## src/rtl/lvds_pkg.sv

```systemverilog
package lvds_pkg;
  localparam int COLOR_W   = 8;
  localparam int PIX_W     = 3 * COLOR_W;
  localparam int LANES     = 4;
  localparam int LANE_BITS = 7;
  localparam int SLOTS     = LANES * LANE_BITS;

  // clock-lane word; bit 0 is sent first
  localparam logic [LANE_BITS-1:0] CLK_WORD = 7'b1100011;

  // main (six-bit) part of one colour for the chosen arrangement
  function automatic logic [5:0] main_part(input logic [COLOR_W-1:0] c, input logic alt);
    return alt ? c[7:2] : c[5:0];
  endfunction

  // spare (two-bit) part of one colour for the chosen arrangement
  function automatic logic [1:0] spare_part(input logic [COLOR_W-1:0] c, input logic alt);
    return alt ? c[1:0] : c[7:6];
  endfunction

  // place one pixel onto the 28 slot positions
  function automatic logic [SLOTS-1:0] pack_slots(input logic [PIX_W-1:0] rgb,
                                                  input logic de,
                                                  input logic alt,
                                                  input logic rsvd);
    logic [5:0] rm, gm, bm;
    logic [1:0] rs, gs, bs;
    logic [SLOTS-1:0] w;
    rm = main_part(rgb[23:16], alt);
    gm = main_part(rgb[15:8], alt);
    bm = main_part(rgb[7:0], alt);
    rs = spare_part(rgb[23:16], alt);
    gs = spare_part(rgb[15:8], alt);
    bs = spare_part(rgb[7:0], alt);
    w         = '0;
    w[4:0]    = rm[4:0];
    w[6]      = rm[5];
    w[27]     = rs[0];
    w[5]      = rs[1];
    w[9:7]    = gm[2:0];
    w[14:12]  = gm[5:3];
    w[10]     = gs[0];
    w[11]     = gs[1];
    w[15]     = bm[0];
    w[22:18]  = bm[5:1];
    w[16]     = bs[0];
    w[17]     = bs[1];
    w[25:23]  = {3{rsvd}};
    w[26]     = de;
    return w;
  endfunction
endpackage

```

## src/rtl/lvds_phase_gen.sv

```systemverilog
module lvds_phase_gen #(
  parameter int RATIO = 7
) (
  input  logic clk,
  input  logic rst_n,
  output logic ce
);
  localparam int PW = (RATIO > 1) ? $clog2(RATIO) : 1;
  localparam logic [PW-1:0] LAST = PW'(RATIO - 1);

  logic [PW-1:0] ph;

  always_ff @(posedge clk) begin
    if (!rst_n)          ph <= '0;
    else if (ph == LAST) ph <= '0;
    else                 ph <= ph + 1'b1;
  end

  assign ce = (ph == LAST);

  // the strobe is a single-cycle pulse
  assert_ce_single_R7: assert property (@(posedge clk) disable iff (!rst_n)
    ce |=> !ce);

  // the phase never leaves its range
  assert_phase_range_R7: assert property (@(posedge clk) disable iff (!rst_n)
    ph <= LAST);
endmodule

```

## src/rtl/lvds_lane_shifter.sv

```systemverilog
module lvds_lane_shifter #(
  parameter int W = 7
) (
  input  logic         clk,
  input  logic         rst_n,
  input  logic         ld,
  input  logic [W-1:0] word,
  output logic         sout
);
  logic [W-1:0] sh;

  always_ff @(posedge clk) begin
    if (!rst_n)  sh <= '0;
    else if (ld) sh <= word;
    else         sh <= {1'b0, sh[W-1:1]};
  end

  assign sout = sh[0];

  // the lowest slot of the word leads the frame
  assert_first_bit_R1: assert property (@(posedge clk) disable iff (!rst_n)
    ld |=> (sout == $past(word[0])));
endmodule

```

## src/rtl/lvds_link.sv

```systemverilog
module lvds_link
  import lvds_pkg::*;
#(
  parameter logic RSVD_LEVEL = 1'b0
) (
  input  logic             clk,
  input  logic             rst_n,
  input  logic             ld,
  input  logic             frame_blank,
  input  logic             fmt_sel,
  input  logic [PIX_W-1:0] rgb,
  input  logic             de,
  output logic [LANES-1:0] lane_o,
  output logic             clk_o
);
  logic fmt_act;
  logic fmt_use;
  logic fmt_take;
  logic [SLOTS-1:0] slots;

  assign fmt_take = ld && frame_blank;
  assign fmt_use  = frame_blank ? fmt_sel : fmt_act;

  always_ff @(posedge clk) begin
    if (!rst_n)  fmt_act <= 1'b0;
    else if (ld) fmt_act <= fmt_use;
  end

  assign slots = pack_slots(rgb, de, fmt_use, RSVD_LEVEL);

  for (genvar k = 0; k < LANES; k++) begin : g_lane
    lvds_lane_shifter #(.W(LANE_BITS)) u_sh (
      .clk  (clk),
      .rst_n(rst_n),
      .ld   (ld),
      .word (slots[k*LANE_BITS +: LANE_BITS]),
      .sout (lane_o[k])
    );
  end

  lvds_lane_shifter #(.W(LANE_BITS)) u_clk_sh (
    .clk  (clk),
    .rst_n(rst_n),
    .ld   (ld),
    .word (CLK_WORD),
    .sout (clk_o)
  );

  // the active format only moves at a capture inside blanking
  assert_fmt_hold_R8: assert property (@(posedge clk) disable iff (!rst_n)
    !fmt_take |=> $stable(fmt_act));

  // clock lane is high in the first two bits of a frame and low in the third
  assert_clk_head_R6: assert property (@(posedge clk) disable iff (!rst_n)
    $past(ld) |-> clk_o);
  assert_clk_low_R6: assert property (@(posedge clk) disable iff (!rst_n)
    $past(ld, 3) |-> !clk_o);

  // lane 3 bits 2..4 are the reserved slots
  assert_rsvd_a_R5: assert property (@(posedge clk) disable iff (!rst_n)
    $past(ld, 3) |-> (lane_o[3] == RSVD_LEVEL));
  assert_rsvd_b_R5: assert property (@(posedge clk) disable iff (!rst_n)
    $past(ld, 5) |-> (lane_o[3] == RSVD_LEVEL));
endmodule

```

## src/rtl/lvds_dual_packer.sv

```systemverilog
module lvds_dual_packer
  import lvds_pkg::*;
#(
  parameter int   LINKS      = 2,
  parameter logic RSVD_LEVEL = 1'b0
) (
  input  logic                   clk_fast,
  input  logic                   rst_n,
  input  logic [LINKS*PIX_W-1:0] pix_rgb,
  input  logic [LINKS-1:0]       pix_de,
  input  logic                   fmt_sel,
  input  logic                   frame_blank,
  output logic                   pix_ce,
  output logic [LINKS*LANES-1:0] ser_data,
  output logic [LINKS-1:0]       ser_clk
);
  lvds_phase_gen #(.RATIO(LANE_BITS)) u_phase (
    .clk  (clk_fast),
    .rst_n(rst_n),
    .ce   (pix_ce)
  );

  for (genvar l = 0; l < LINKS; l++) begin : g_link
    lvds_link #(.RSVD_LEVEL(RSVD_LEVEL)) u_link (
      .clk        (clk_fast),
      .rst_n      (rst_n),
      .ld         (pix_ce),
      .frame_blank(frame_blank),
      .fmt_sel    (fmt_sel),
      .rgb        (pix_rgb[l*PIX_W +: PIX_W]),
      .de         (pix_de[l]),
      .lane_o     (ser_data[l*LANES +: LANES]),
      .clk_o      (ser_clk[l])
    );
  end

  // nothing toggles before the first capture after reset
  assert_quiet_after_reset_R9: assert property (@(posedge clk_fast) disable iff (!rst_n)
    ($past(!rst_n) && rst_n) |-> (ser_data == '0 && ser_clk == '0));
endmodule

```

## config.mk

```make
export PLATFORM = sky130hd
export DESIGN_NAME = lvds_dual_packer
export DESIGN_NICKNAME = d
export VERILOG_FILES = /design/src/rtl/lvds_pkg.sv /design/src/rtl/lvds_phase_gen.sv /design/src/rtl/lvds_lane_shifter.sv /design/src/rtl/lvds_link.sv /design/src/rtl/lvds_dual_packer.sv
export SDC_FILE = /design/constraint.sdc
export NUM_CORES = 1
export LEC_CHECK = 0
export BUFFER_PORTS_ARGS = -buffer_cell sky130_fd_sc_hd__buf_2
export CAP_MARGIN = 5
export CELL_PAD_IN_SITES_DETAIL_PLACEMENT = 0
export CELL_PAD_IN_SITES_GLOBAL_PLACEMENT = 2
export CORE_MARGIN = 8
export CORE_UTILIZATION = 40
export DETAILED_ROUTE_END_ITERATION = 12
export PLACE_DENSITY_LB_ADDON = 0.1
export SKIP_LAST_GASP = 1
export SLEW_MARGIN = 25
export SYNTH_ARGS = -nofsm -noshare
export SYNTH_HDL_FRONTEND = slang
export SYNTH_HIERARCHICAL = 1
export SYNTH_SLANG_ARGS = --single-unit
```

## constraint.sdc

```tcl
create_clock -name clk_fast -period 3.8 [get_ports clk_fast]
set_input_delay 0.57 -clock clk_fast [delete_from_list [all_inputs] [get_ports clk_fast]]
set_output_delay 0.57 -clock clk_fast [all_outputs]
set_load 0.01 [all_outputs]
```

## Word-level counts from Yosys, hierarchy flattened

Index checks and enable logic that the tools add are counted.

- ROM bits: 0
- Output and inout bits: 11
- RAM bits: 0
- Bits in registers: 75
- Memories: 0
- Latch bits: 0

- Shift-type cells: 0
- Bitwise logic cells: 1
- Div/mod/pow operators: 0
- Reductions and logical operators: 2
- Add/sub/neg operators: 1
- Muxes and demuxes: 24
- Equality and inequality tests: 1
- Multipliers: 0
- Order comparisons: 0

Operator list:

| kind | number |
|---|---|
| $mux W6 | 14 |
| $mux W7 | 2 |
| $mux W2 | 6 |
| $add A3 B1 Y3 const B | 1 |
| $eq A3 B3 Y1 const B | 1 |
| $mux W1 | 2 |
| $reduce_and A2 Y1 | 1 |
| $reduce_or A2 Y1 | 1 |
| $not A1 Y1 | 1 |

## Logic depth before layout (Yosys ltp)

- Depth in word-level cells: 3
- Mapped depth: 6
- Gate-level depth less buffers: 5

## Hierarchy

The synthesis kept the hierarchy.

By module, submodules not included:

| module | cells each | times used | area each (µm²) |
|---|---|---|---|
| lvds_lane_shifter | 21 | 10 | 256.5 |
| lvds_link | 33 | 2 | 440.4 |
| lvds_phase_gen | 13 | 1 | 140.1 |

## Least setup slack after synthesis

OpenSTA, ideal clock, no wires.

- Path kind: input to register
- Start point: input frame_blank
- End point: register g_link[0].u_link.g_lane[0].u_sh.sh[6]
- Slack: 2137 ps
- Setup time: 116 ps
- Arrival time: 1547 ps
- Path buffers: 1
- Data required time: 3684 ps
- Cell stages on the path: 4
- Path through: mux2i_4 buf_6 mux2_4 and3_2

- Word-level cells in the longest chain between the ends: 2

RTL lines:

| item | RTL line | source |
|---|---|---|
| start: declaration | lvds_dual_packer.sv:12 | `input logic frame_blank,` |
| $mux W1 | lvds_link.sv:22 | `assign fmt_use = frame_blank ? fmt_sel : fmt_act;` |
| $mux W6 | lvds_pkg.sv:13 | `return alt ? c[7:2] : c[5:0];` |
| via g_link[0].u_link.slots[6] | lvds_link.sv:19 | `logic [SLOTS-1:0] slots;` |
| end signal: assignment | lvds_lane_shifter.sv:14 | `else if (ld) sh <= word;` |
| end signal: assignment | lvds_lane_shifter.sv:15 | `else sh <= {1'b0, sh[W-1:1]};` |
| end: declaration | lvds_lane_shifter.sv:10 | `logic [W-1:0] sh;` |

The timed path passes the listed nets, and every way through them passes these cells.
A chain may end at the register's enable or synchronous reset.

## Worst setup path in the final report

- Start point: register u_phase.ph[0]
- End point: output pix_ce

- Word-level cells in the longest chain between the ends: 1

RTL lines:

| item | RTL line | source |
|---|---|---|
| start: declaration | lvds_phase_gen.sv:11 | `logic [PW-1:0] ph;` |
| start signal: assignment | lvds_phase_gen.sv:16 | `else ph <= ph + 1'b1;` |
| $eq A3 B3 Y1 | lvds_phase_gen.sv:19 | `assign ce = (ph == LAST);` |
| end: declaration | lvds_dual_packer.sv:13 | `output logic pix_ce,` |

Every way passes these cells.

==> qor.csv <==
stage,metric,value,unit
outcome,status,"finished, final reports clean",
critical_path,CP Data Arrival Time,1.74,ns
die,Die Span Y,111,um
cts,CTS sink cnt,75,
synthesis,ranking of synthesized cells by area,"dfxtp_1, mux2_4, mux2i_1",
die,core area,8720,um2
critical_path,Setup crit end,pix_ce,
die,die area,12300,um2
synthesis,Cells after Synth,289,
global_routing,initial antenna violation count,0,
detailed_routing,WL final,6.58,mm
synthesis,number of synthesized flops with an enable pin,0,
power,VDD IR max,192,uV
power,switching share of power,22.2,%
synthesis,Post-synth ARST share,0,%
detailed_routing,# DRC,0,
cells_and_area,post-layout util,48.0,%
cts,clock buffer depth,2,
critical_path,worst-path cell chain,inv_1 > ha_1 > and2_4 > buf_2,
die,# rows,34,
cells_and_area,diode count,0,
synthesis,post-synthesis sequential area ratio,41.9,%
synthesis,"top cells by count, synth","dfxtp_1, nor2b_1, mux2i_1",
timing,fin crit period,2.31,ns
synthesis,syn_area_per_cell,12.4,um2
cells_and_area,"Net count, final",427,
cts,"Clk Latency, worst-skew pair",0.33,ns
cts,post-CTS sizing,0,
cts,Post-CTS Hold Buffers,0,
cells_and_area,share of cells above drive strength 1,38.7,%
timing,setup violators final,0,
power,static leakage,1.73,nW
synthesis,Syn Std Cell Area,3590,um2
power,power per cell area,368,nW/um2
power,final total power,1.54,mW
detailed_routing,Final ANT Viol Nets,0,
placed_design,port bufs,64,
global_routing,Tot GR Track Use,11.1,%
critical_path,reg2reg start,u_phase/ph[0],
die,initial core utilization,41.1,%
cells_and_area,area delta synth->final,16.7,%
global_routing,vias in the first global route,2250,
critical_path,Startpoint Class,flop,
hold_path,Hold Path Class,flop to flop,
detailed_routing,drt initial violations,28,
critical_path,Slowest cell on crit path,and2_4,
cts,Post-CTS Setup Bufs,0,
critical_path,worst path required time,3.23,ns
global_routing,largest net degree at the start of global routing,44,
timing,fin. max-slew vios,0,
cts,clock-pin slew on the worst setup and hold paths,0.06,ns
global_routing,first-pass GRT wire length,11.2,mm
detailed_routing,WL/cell,13.6,um
critical_path,Slowest Stage Delay on Critical Path,0.58,ns
power,combinational power share,11.2,%
placed_design,"worst slack, placed",1.45,ns
cts,clk root buf,clkbuf_8,
detailed_routing,vias per cell,4.47,
synthesis,most numerous cell in the Yosys netlist,dfxtp_1,
timing,RSZ-0062 raised after global routing,no,
timing,Final Hold Fails,0,
placed_design,cell area after placement,4010,um2
synthesis,Syn. warnings,6,
detailed_routing,via count,2161,
synthesis,Most used DFF post-synth,dfxtp_1,
global_routing,GRT overflow,0,
cts,TritonCTS clock tree,done,
critical_path,CP Capture Type,primary output,
hold_path,worst hold stages,1,
critical_path,Worst R2R End,g_link[0].u_link/g_lane[2].u_sh/sh[0],
power,clock power share,37.1,%
timing,final period utilization,60.8,%
power,NetSw,342,uW
cells_and_area,Finished Cell Area,4190,um2
die,IO Count,65,
die,width of the die,111,um
critical_path,CP Class,flop to primary output,
placed_design,Placer Congestion,0.716,
power,Pint,1.20,mW
job,MaxCap Viol Count,0,
synthesis,largest area contributor in the netlist,dfxtp_1,
synthesis,Synth top area share,41.9,%
timing,setup TNS,0,ns
timing,slew margin rel.,51.2,%
cts,Num CTS Buffers,9,
timing,Worst Tran Pin Value,0.716,ns
critical_path,Setup crit start,u_phase/ph[0],
critical_path,Reg2Reg Depth,6,
synthesis,post-synth cell types,17,
cts,CTS H-tree depth,3,
timing,setup ws final,1.49,ns
critical_path,CP Max Fanout,37,
critical_path,R2R Setup Slk,1.77,ns
timing,Max Clock Skew,0.0114,ns
synthesis,Yosys reg bits,75,
timing,Max Clk Rate,433,MHz
detailed_routing,first-pass iteration count of the detailed router,3,
power,sequential cell fraction of total power,51.7,%
registers in the layout (all words and copies together) (netlist names):
register,cells
g_link.u_link/u_clk_sh/sh,14
u_phase/ph,3
g_link.u_link/fmt_act,2
g_link.u_link/g_lane.u_sh/sh,56
layout by cell type (no fill, tap or decap):
master     count
mux2i_1       60
and2_4         1
clkbuf_8       9
clkbuf_1       3
inv_1          1
mux2i_4        2
nor2_1         2
mux2_2         8
and3_2        12
mux2_4        40
o21a_1         3
ha_1           2
buf_4          3
buf_2         64
clkinv_2       2
dfxtp_1       75
buf_16         1
conb_1        20
nor2b_1       61
a21bo_1        1
buf_8          1
nor3b_2        1
a21boi_0       2
bufinv_16      1
cells by family (layout without fill, tap and decap cells):
kind of cell / after synthesis / count (layout) / synth area share, %
muxes: 110 / 110 / 37.3
and+or+nand+nor: 77 / 77 / 13.9
DFF: 75 / 75 / 41.9
buffers and inverters: 15 / 85 / 4.50
AOI/OAI and AO/OA: 6 / 6 / 1.33
other: 4 / 20 / 0.419
adders and majority gates: 2 / 2 / 0.698
routing by layer:
metal | track usage (%) | part of all wire [%] | wire length, um
met5 | 0 | 0 | 0
met4 | 5.14 | 1.4 | 90
met3 | 2.65 | 3.0 | 196
met2 | 17.5 | 47 | 3070
met1 | 14.0 | 49 | 3220
power by group through the flow:
stage                     clock network, mW  registers [mW]  logic (mW)
after floorplan                           0           0.814       0.114
after global placement                    0           0.814       0.169
after detailed placement                  0           0.814       0.174
after CTS                             0.595           0.796       0.175
after global routing                  0.629           0.796       0.189
final                                 0.570           0.796       0.172
critical path: cells and delay by family, from the launching register on:
| kind | cells | cell delay [ns] |
|---|---|---|
| and+or+nand+nor | 1 | 0.58 |
| buffers and inverters | 2 | 0.31 |
| DFF | 1 | 0.33 |
| adders and majority gates | 1 | 0.20 |
through the flow:
stage	hold slack [ns]	instances
2_1_floorplan	0.417	305
3_3_place_gp	0.435	466
3_5_place_dp	0.439	468
4_1_cts	0.451	483
5_1_grt	0.482	483
6_report	0.448	483
worst min-delay path by stage:
stage          slack [ns]                                    end           from
3_5_place_dp         0.44                          u_phase/ph[0]  u_phase/ph[0]
2_1_floorplan        0.42                          u_phase/ph[0]  u_phase/ph[0]
6_report             0.45                          u_phase/ph[0]  u_phase/ph[0]
3_3_place_gp         0.43                          u_phase/ph[0]  u_phase/ph[0]
4_1_cts              0.45                          u_phase/ph[0]  u_phase/ph[0]
5_1_grt              0.48  g_link[1].u_link/g_lane[3].u_sh/sh[5]      pix_de[1]
cell type report:
| cell class | count | area (um2) |
|---|---|---|
| fillers | 831 | 4540 |
| multi-input cells | 215 | 1980 |
| flip-flops and latches | 75 | 1500 |
| repair buffers | 69 | 385 |
| clock buffers | 12 | 135 |
| well taps | 108 | 135 |
| clock inverters | 3 | 40.0 |
| inverters | 1 | 3.75 |
(Power assumes the default switching activity.)
